===== src/rtl/hs_pkg.sv =====
// Package hs_pkg
// Shared types for the handshake latch controller: the variant selector,
// the controller state record and the index of every handshake event.
package hs_pkg;

    typedef enum logic [1:0] {
        HS_SIMPLE = 2'd0,
        HS_SEMI   = 2'd1,
        HS_FULL   = 2'd2
    } hs_mode_e;

    // Controller state; x = stage full, y = output busy, acked = item acknowledged
    typedef struct packed {
        logic ai;
        logic ro;
        logic lt;
        logic x;
        logic y;
        logic acked;
    } hs_state_t;

    // Event indices, lowest index has highest priority
    localparam int EV_LT_R = 0;
    localparam int EV_X_R  = 1;
    localparam int EV_AI_R = 2;
    localparam int EV_AI_F = 3;
    localparam int EV_Y_R  = 4;
    localparam int EV_RO_R = 5;
    localparam int EV_LT_F = 6;
    localparam int EV_X_F  = 7;
    localparam int EV_Y_F  = 8;
    localparam int EV_RO_F = 9;
    localparam int NEV     = 10;

endpackage


===== src/rtl/hs_sync.sv =====
// Module hs_sync
// Two-flop synchronizer, one chain per bit.
// Assumes: inputs are level signals that stay stable for several clocks.
module hs_sync #(
    parameter int W = 2
) (
    input  logic         clk,
    input  logic         rst_n,
    input  logic [W-1:0] d,
    output logic [W-1:0] q
);
    for (genvar i = 0; i < W; i++) begin : g_bit
        logic s1, s2;
        // two-stage capture of one asynchronous input
        always_ff @(posedge clk) begin
            if (!rst_n) begin
                s1 <= 1'b0;
                s2 <= 1'b0;
            end else begin
                s1 <= d[i];
                s2 <= s1;
            end
        end
        assign q[i] = s2;
    end
endmodule


===== src/rtl/hs_guard.sv =====
// Module hs_guard
// Enabling conditions of every handshake event for the selected variant.
// Assumes: ri/ao are synchronized; state bits not used by a variant stay 0.
module hs_guard
    import hs_pkg::*;
#(
    parameter hs_mode_e MODE = HS_SEMI
) (
    input  hs_state_t      st,
    input  logic           ri,
    input  logic           ao,
    output logic [NEV-1:0] fire
);
    if (MODE == HS_SIMPLE) begin : g_simple
        // coupled sequencing: input returns only after the output is released
        always_comb begin
            fire          = '0;
            fire[EV_LT_R] = ri & ~st.ai & ~st.lt & ~st.ro & ~ao & ~st.x & ~st.y;
            fire[EV_AI_R] = st.lt & ri & ~st.ai & ~st.acked;
            fire[EV_RO_R] = st.lt & st.acked & ~st.ro & ~ao;
            fire[EV_LT_F] = st.lt & st.ro & ao & st.acked & ~(st.ai & ri);
            fire[EV_AI_F] = st.ai & ~ri & ~st.lt;
            fire[EV_RO_F] = st.ro & ~st.lt & ~st.ai;
        end
    end else if (MODE == HS_SEMI) begin : g_semi
        // one full bit: input side returns to zero on its own
        always_comb begin
            fire          = '0;
            fire[EV_LT_R] = ri & ~st.ai & ~st.lt & ~st.x & ~st.ro & ~ao & ~st.y;
            fire[EV_X_R]  = st.lt & ~st.x;
            fire[EV_AI_R] = st.x & ri & ~st.ai & ~st.acked;
            fire[EV_AI_F] = st.ai & ~ri;
            fire[EV_RO_R] = st.x & ~st.ro & ~ao;
            fire[EV_LT_F] = st.lt & st.ro & ao;
            fire[EV_X_F]  = st.x & ~st.lt & st.ro & ao;
            fire[EV_RO_F] = st.ro & ~st.x;
        end
    end else begin : g_full
        // full and busy bits: next capture overlaps the output return
        always_comb begin
            fire          = '0;
            fire[EV_LT_R] = ri & ~st.ai & ~st.lt & ~st.x & ~st.y;
            fire[EV_X_R]  = st.lt & ~st.x;
            fire[EV_AI_R] = st.x & ri & ~st.ai & ~st.acked;
            fire[EV_AI_F] = st.ai & ~ri;
            fire[EV_Y_R]  = st.x & ~st.y & ~st.ro & ~ao;
            fire[EV_RO_R] = st.y & st.x & ~st.ro & ~ao;
            fire[EV_LT_F] = st.lt & st.y & st.ro & ao;
            fire[EV_X_F]  = st.x & ~st.lt & st.y & st.ro & ao;
            fire[EV_Y_F]  = st.y & ~st.x & st.ro & ao;
            fire[EV_RO_F] = st.ro & ~st.y;
        end
    end
endmodule


===== src/rtl/hs_pick.sv =====
// Module hs_pick
// Fixed-priority picker: grants the lowest-index enabled event only.
// Assumes: nothing; output is one-hot or zero.
module hs_pick #(
    parameter int N = 10
) (
    input  logic [N-1:0] req,
    output logic [N-1:0] gnt
);
    logic [N-1:0] blocked;
    assign blocked[0] = 1'b0;
    for (genvar i = 0; i < N; i++) begin : g_pri
        assign gnt[i] = req[i] & ~blocked[i];
        if (i < N - 1) begin : g_chain
            assign blocked[i+1] = blocked[i] | req[i];
        end
    end
endmodule


===== src/rtl/hs_latch_ctrl.sv =====
// Module hs_latch_ctrl
// Four-phase latch enable controller, emulated on a sampling clock.
// Assumes: neighbours obey return-to-zero signalling; reset held >= 2 clocks.
module hs_latch_ctrl
    import hs_pkg::*;
#(
    parameter hs_mode_e MODE  = HS_SEMI,
    parameter bit       TOKEN = 1'b0
) (
    input  logic clk,
    input  logic rst_n,
    input  logic rin,
    output logic ain,
    output logic rout,
    input  logic aout,
    output logic lt
);
    localparam bit HAS_FULL = (MODE != HS_SIMPLE);

    logic [1:0]     raw_in, syn_in;
    hs_state_t      st;
    logic [NEV-1:0] fire, grant;

    assign raw_in = {rin, aout};

    hs_sync #(.W(2)) u_sync (
        .clk   (clk),
        .rst_n (rst_n),
        .d     (raw_in),
        .q     (syn_in)
    );

    hs_guard #(.MODE(MODE)) u_guard (
        .st   (st),
        .ri   (syn_in[1]),
        .ao   (syn_in[0]),
        .fire (fire)
    );

    hs_pick #(.N(NEV)) u_pick (
        .req (req_w(fire)),
        .gnt (grant)
    );

    function automatic logic [NEV-1:0] req_w(input logic [NEV-1:0] f);
        return f;
    endfunction

    // apply the single granted event to the state
    always_ff @(posedge clk) begin
        if (!rst_n) begin
            st.ai    <= 1'b0;
            st.ro    <= 1'b0;
            st.lt    <= TOKEN;
            st.x     <= TOKEN & HAS_FULL;
            st.y     <= 1'b0;
            st.acked <= TOKEN;
        end else begin
            if (grant[EV_LT_R]) begin st.lt <= 1'b1; st.acked <= 1'b0; end
            if (grant[EV_X_R])  st.x  <= 1'b1;
            if (grant[EV_AI_R]) begin st.ai <= 1'b1; st.acked <= 1'b1; end
            if (grant[EV_AI_F]) st.ai <= 1'b0;
            if (grant[EV_Y_R])  st.y  <= 1'b1;
            if (grant[EV_RO_R]) st.ro <= 1'b1;
            if (grant[EV_LT_F]) st.lt <= 1'b0;
            if (grant[EV_X_F])  st.x  <= 1'b0;
            if (grant[EV_Y_F])  st.y  <= 1'b0;
            if (grant[EV_RO_F]) st.ro <= 1'b0;
        end
    end

    assign ain  = st.ai;
    assign rout = st.ro;
    assign lt   = st.lt;

    // ---------------- assertions ----------------
    AST_RESET_STATE: assert property (@(posedge clk) $past(!rst_n) |-> (!ain && !rout && lt == TOKEN));
    AST_ONE_CHANGE: assert property (@(posedge clk) disable iff (!rst_n)
        $countones({ain, rout, lt} ^ $past({ain, rout, lt})) <= 1);
    AST_ACK_HELD: assert property (@(posedge clk) disable iff (!rst_n) $rose(ain) |-> lt);
    AST_RIN_EARLY: assert property (@(posedge clk) disable iff (!rst_n) $fell(rin) |-> ain);
    AST_ACK_RETURN: assert property (@(posedge clk) disable iff (!rst_n) $fell(ain) |-> !$past(rin));
    AST_REQ_HELD: assert property (@(posedge clk) disable iff (!rst_n) $rose(rout) |-> lt);
    AST_OPEN_AFTER_CAPTURE: assert property (@(posedge clk) disable iff (!rst_n) $fell(lt) |-> (rout && aout));
    AST_AOUT_FOLLOWS: assert property (@(posedge clk) disable iff (!rst_n) !$stable(aout) |-> (aout == rout));

    if (MODE != HS_FULL) begin : g_chk_capture
        AST_CAPTURE_IDLE: assert property (@(posedge clk) disable iff (!rst_n) $rose(lt) |-> (!rout && !aout));
    end

    if (MODE == HS_SIMPLE) begin : g_chk_coupled
        AST_COUPLED_RETURN: assert property (@(posedge clk) disable iff (!rst_n) $fell(ain) |-> !(rout && !aout));
    end
endmodule


===== config.mk =====
export PLATFORM = sky130hd
export DESIGN_NAME = hs_latch_ctrl
export DESIGN_NICKNAME = d
export VERILOG_FILES = /design/src/rtl/hs_pkg.sv /design/src/rtl/hs_sync.sv /design/src/rtl/hs_guard.sv /design/src/rtl/hs_pick.sv /design/src/rtl/hs_latch_ctrl.sv
export SDC_FILE = /design/constraint.sdc
export NUM_CORES = 1
export LEC_CHECK = 0
export ABC_AREA = 0
export CAP_MARGIN = 20
export CORE_AREA = 2 2 39 41
export CTS_BUF_LIST = sky130_fd_sc_hd__clkbuf_8
export DETAILED_ROUTE_END_ITERATION = 10
export DIE_AREA = 0 0 41 43
export SLEW_MARGIN = 5
export SYNTH_ARGS = -nofsm -noshare
export SYNTH_HDL_FRONTEND = slang
export SYNTH_SLANG_ARGS = --single-unit

===== constraint.sdc =====
create_clock -name clk -period 1.8 [get_ports clk]
set_clock_uncertainty 0.15 [all_clocks]
set_input_delay 0.54 -clock clk [delete_from_list [all_inputs] [get_ports clk]]
set_output_delay 0.54 -clock clk [all_outputs]
set_load 0.05 [all_outputs]

Word level (Yosys, flattened, before mapping) --
Index checks and enable logic that the tools add are counted.
Storage, ports and cells: bits in registers 9, input port bits 4, output and inout bits 3, word-level logic and storage cells 62
Operators by class: muxes and demuxes 2, bitwise gates (word level) 46, reductions and logical operators 5
Operators by type and width (count):
- bitwise AND 1 bit | 25
- inverter 1 bit | 15
- OR reduction 2 bit | 4
- bitwise OR 1 bit | 6
- two-way mux 1 bit | 2
- nonzero test 2 bit | 1

Logic depth before layout (Yosys ltp) --
depth in word-level cells 15, depth in mapped cells 3, depth with buffers taken out 3

Hierarchy --
Synthesis repeated with hierarchy kept, for this count alone.
Unflattened totals: cells, all modules 57, area, all modules 586.8 um^2
Modules (own cells, without submodules):
- hs_latch_ctrl | times used 1, cells an instance 18, area each 215.2 um^2, sequential area each 120.1 um^2
- hs_pick | times used 1, cells an instance 17, area each 155.1 um^2, sequential area each 0.0 um^2
- hs_sync | times used 1, cells an instance 10, area each 120.1 um^2, sequential area each 80.1 um^2
- hs_guard | times used 1, cells an instance 12, area each 96.3 um^2, sequential area each 0.0 um^2

Least setup slack after synthesis --
No wires, ideal clock.
path type register to register, start point register, netlist name ain, end point register, netlist name rout, library setup time 116 ps, data arrival time 1386 ps, required time 1534 ps, slack 147 ps, stages on the path, launching flop included 4, path buffers 0, period minus slack after synthesis 1653 ps, cell sequence dfxtp_1 > and2b_1 > a2111o_1 > o211a_1
On the way: word-level cells in the longest chain between the ends 15, elaborated cells on any way between the ends 20, those cells by class bitwise: 19; reduce/logical: 1
RTL lines:
- inverter 1 bit | RTL line hs_guard.sv:29, hs_guard.sv:31
- bitwise AND 1 bit (5 in series) | RTL line hs_guard.sv:29 | fire[EV_LT_R] = ri & ~st.ai & ~st.lt & ~st.x & ~st.ro & ~ao & ~st.y;
- bitwise OR 1 bit (2 in series) | RTL line hs_pick.sv:15 | assign blocked[i+1] = blocked[i] | req[i];
- bitwise OR 1 bit * | RTL line hs_pick.sv:15
- bitwise OR 1 bit (3 in series) | RTL line hs_pick.sv:15
- inverter 1 bit | RTL line hs_pick.sv:13 | assign gnt[i] = req[i] & ~blocked[i];
- bitwise AND 1 bit | RTL line hs_pick.sv:13
- OR reduction 2 bit (no line)
Mark *: on every way between the ends. The rest lies on a longest branch, timed or not. A chain may end at the register's enable or synchronous reset.

Worst setup path after layout --
start point register, netlist name lt, end point output port lt
RTL lines:
- end, declared | RTL line hs_latch_ctrl.sv:16 | output logic lt
No word-level cell between the ends.

==> results.py <==
metrics = {
    "grt": {
        "gr-usage-all-layers_pct": 8.551,
        "grt_max_degree": 8,
        "antenna_found_initial": 0,
        "grt_pass1_wl_um": 952,
        "grt_pass1_vias": 242,
        "gr-total-overflow": 0,
    },
    "synth": {
        "synth_top_area_share_pct": 50.17,
        "syn_avg_cell_area_sq_um": 10.26,
        "synth_edf_count": 0,
        "ys_seq_area_share_pct": 50.17,
        "ys_ff_latch": 9,
        "syn_area_sq_um": 359.1,
        "synth.distinct_cells": 17,
        "synth.net_count": 39,
        "synth_ff_type": "dfxtp_1",
        "synth_warnings": 0,
        "synth_common_cells": "9 x dfxtp_1, 4 x and2_1, 3 x a21oi_1",
        "yosysTopAreaCell": "dfxtp_1",
        "synthArstFlopShare_pct": 0,
        "netlist_instances": 35,
        "synth_most_common_cell": "dfxtp_1",
        "synth_area_leaders": "dfxtp_1 50%, and2_1 7.0%, a21oi_1 4.2%",
    },
    "placement": {
        "gp_congestion": 0.8039,
        "hpwl_um": 446.2,
        "post-place-ws_ns": 0.1781,
        "numPortBuffers": 6,
        "placedCellCount": 57,
    },
    "routing": {
        "drc": 0,
        "drt-initial-drc-count": 3,
        "viasPerCell": 4.672,
        "avgRoutedWirePerCell_um": 9.459,
        "vias": 285,
        "ant_nets": 0,
        "wirelength_um": 577,
        "first_pass_iters": 2,
    },
    "clocking": {
        "post_cts_resized": 0,
        "ctsHtreeMaxLevel": 1,
        "clk_pin_slew_ns": 0.04,
        "cts-root-buf": "clkbuf_8",
        "tritoncts": "yes",
        "clockBufferDepth": 2,
        "cts_setup_buffers": 0,
        "ctsHoldBuffers": 0,
        "numCtsBuffers": 3,
        "cts.sinks": 9,
        "clk_latency_ns": 0.23,
    },
    "worst_setup_path": {
        "critPathKind": "register to output pin",
        "path_delay_family": "flip-flops",
        "path_cells": "buf_12",
        "slowest_delay_ns": 0.49,
        "start_kind": "register",
        "endpoint_kind": "output pin",
        "cp.buffers_inverters": 1,
        "arrival_ns": 0.89,
        "required_ns": 1.11,
        "crit_fanout": 7,
        "cp_slowest_cell": "dfxtp_1",
    },
    "run": {
        "max-cap-violations": 0,
    },
    "pwr": {
        "leakage_nw": 0.2086,
        "peakVddDrop_mv": 0.4278,
        "cellPowerDensity_nw_per_um2": 938.0,
    },
    "status": {
        "outcome": "completed",
    },
    "floorplan": {
        "die_area_sq_um": 1763,
        "rows": 14,
        "die_y_um": 43,
        "die_w_um": 41,
        "core_area_sq_um": 1384,
        "io_pins": 7,
        "initial_utilization_pct": 25.95,
    },
    "sta": {
        "fin_crit_sh_pct": 88.00,
        "worst_pin_slew_ns": 0.3487,
        "setup_viol": 0,
        "hold_violations": 0,
        "rsz0062_at_grt": "no",
        "max_freq_ghz": 0.6313,
        "relSlewSlack_pct": 76.70,
        "finalCriticalPeriod_ns": 1.584,
        "slew_violations": 0,
        "fin_setup_tns_ns": 0,
        "setup_slack_ns": 0.2159,
    },
    "layout": {
        "diodes": 0,
        "drive_above_1_share_pct": 17.78,
        "area_growth_pct": 43.21,
        "finish.net_count": 50,
        "stdcell_count": 61,
    },
    "hold_path": {
        "hold_class": "register to register",
    },
}
power breakdown:
part / internal (mW) / leakage, nW / switching, mW
Combinational: 0.0250 / 0.108 / 0.0197
Sequential: 0.208 / 0.0736 / 0.00895
Clock: 0.148 / 0.0269 / 0.0730
final timing paths:
kind	from	endpoint	slack, ns	cells after the start
worst min-delay path	u_sync.g_bit[0].s1	u_sync.g_bit[0].s2	0.29	1
worst max-delay path	lt	lt	0.22	1
worst max register to register	ain	rout	0.38	3
worst min register to register	u_sync.g_bit[0].s1	u_sync.g_bit[0].s2	0.29	1
state kept, by name (all words and copies together), names as in the netlist:
register	cells
st	2
u_sync.g_bit.s1	2
u_sync.g_bit.s2	2
ain	1
lt	1
rout	1
cells in the final DEF, fill, tap and decap left out:
cell | synthesis | final
o211a_1 | 1 | 1
and2b_1 | 1 | 1
and2_1 | 4 | 4
a2111oi_1 | 1 | 1
clkdlybuf4s50_1 | 0 | 3
a311oi_1 | 1 | 1
nor4_2 | 1 | 1
nor2_1 | 2 | 2
a211oi_1 | 2 | 2
nor2b_1 | 2 | 2
buf_12 | 0 | 3
o21ai_0 | 2 | 2
nor2b_4 | 1 | 1
clkbuf_8 | 0 | 3
dfxtp_1 | 9 | 9
a21oi_1 | 3 | 3
a2111o_1 | 1 | 1
nand2_1 | 1 | 1
a41oi_1 | 1 | 1
inv_1 | 2 | 3
metal layers:
| layer | part of all wire, % | up-vias | routed length, um | global-route usage (%) |
|---|---|---|---|---|
| met2 | 45 | 6 | 261 | 9.063 |
| met1 | 49 | 130 | 284 | 11.33 |
| met4 | 0.69 | 0 | 4 | 10.00 |
| met3 | 4.7 | 2 | 27 | 3.141 |
| met5 | 0 | - | 0 | 0 |
| li1 | - | 147 | - | - |
final cells by class:
type | instances | area (sq um)
Tap cell | 16 | 20.02
Timing Repair Buffer | 6 | 90.09
Inverter | 2 | 7.507
Fill cell | 144 | 869.6
Clock inverter | 1 | 3.754
Sequential cell | 9 | 180.2
Clock buffer | 3 | 41.29
Multi-Input combinational cell | 24 | 171.4
per-stage QoR:
step           power (mW)  instance area, sq um  util (%)  hold WS (ns)
3_5_place_dp       0.2650                 469.2     33.91        0.2810
4_1_cts            0.4906                 514.2     37.16        0.2909
6_report           0.4824                 514.2     37.16        0.2916
3_3_place_gp       0.2651                 469.2     33.91        0.2753
5_1_grt            0.5051                 514.2     37.16        0.2991
2_1_floorplan      0.2453                 359.1         -        0.2618
cells by family (layout without fill, tap and decap cells):
logic type,after synthesis,count (layout),share of synthesized area (%)
AOI/OAI and AO/OA,12,12,24.74
and+or+nand+nor,12,12,22.99
DFF,9,9,50.17
buffers and inverters,2,12,2.091
No activity file was read; power rests on OpenSTA's default activity.
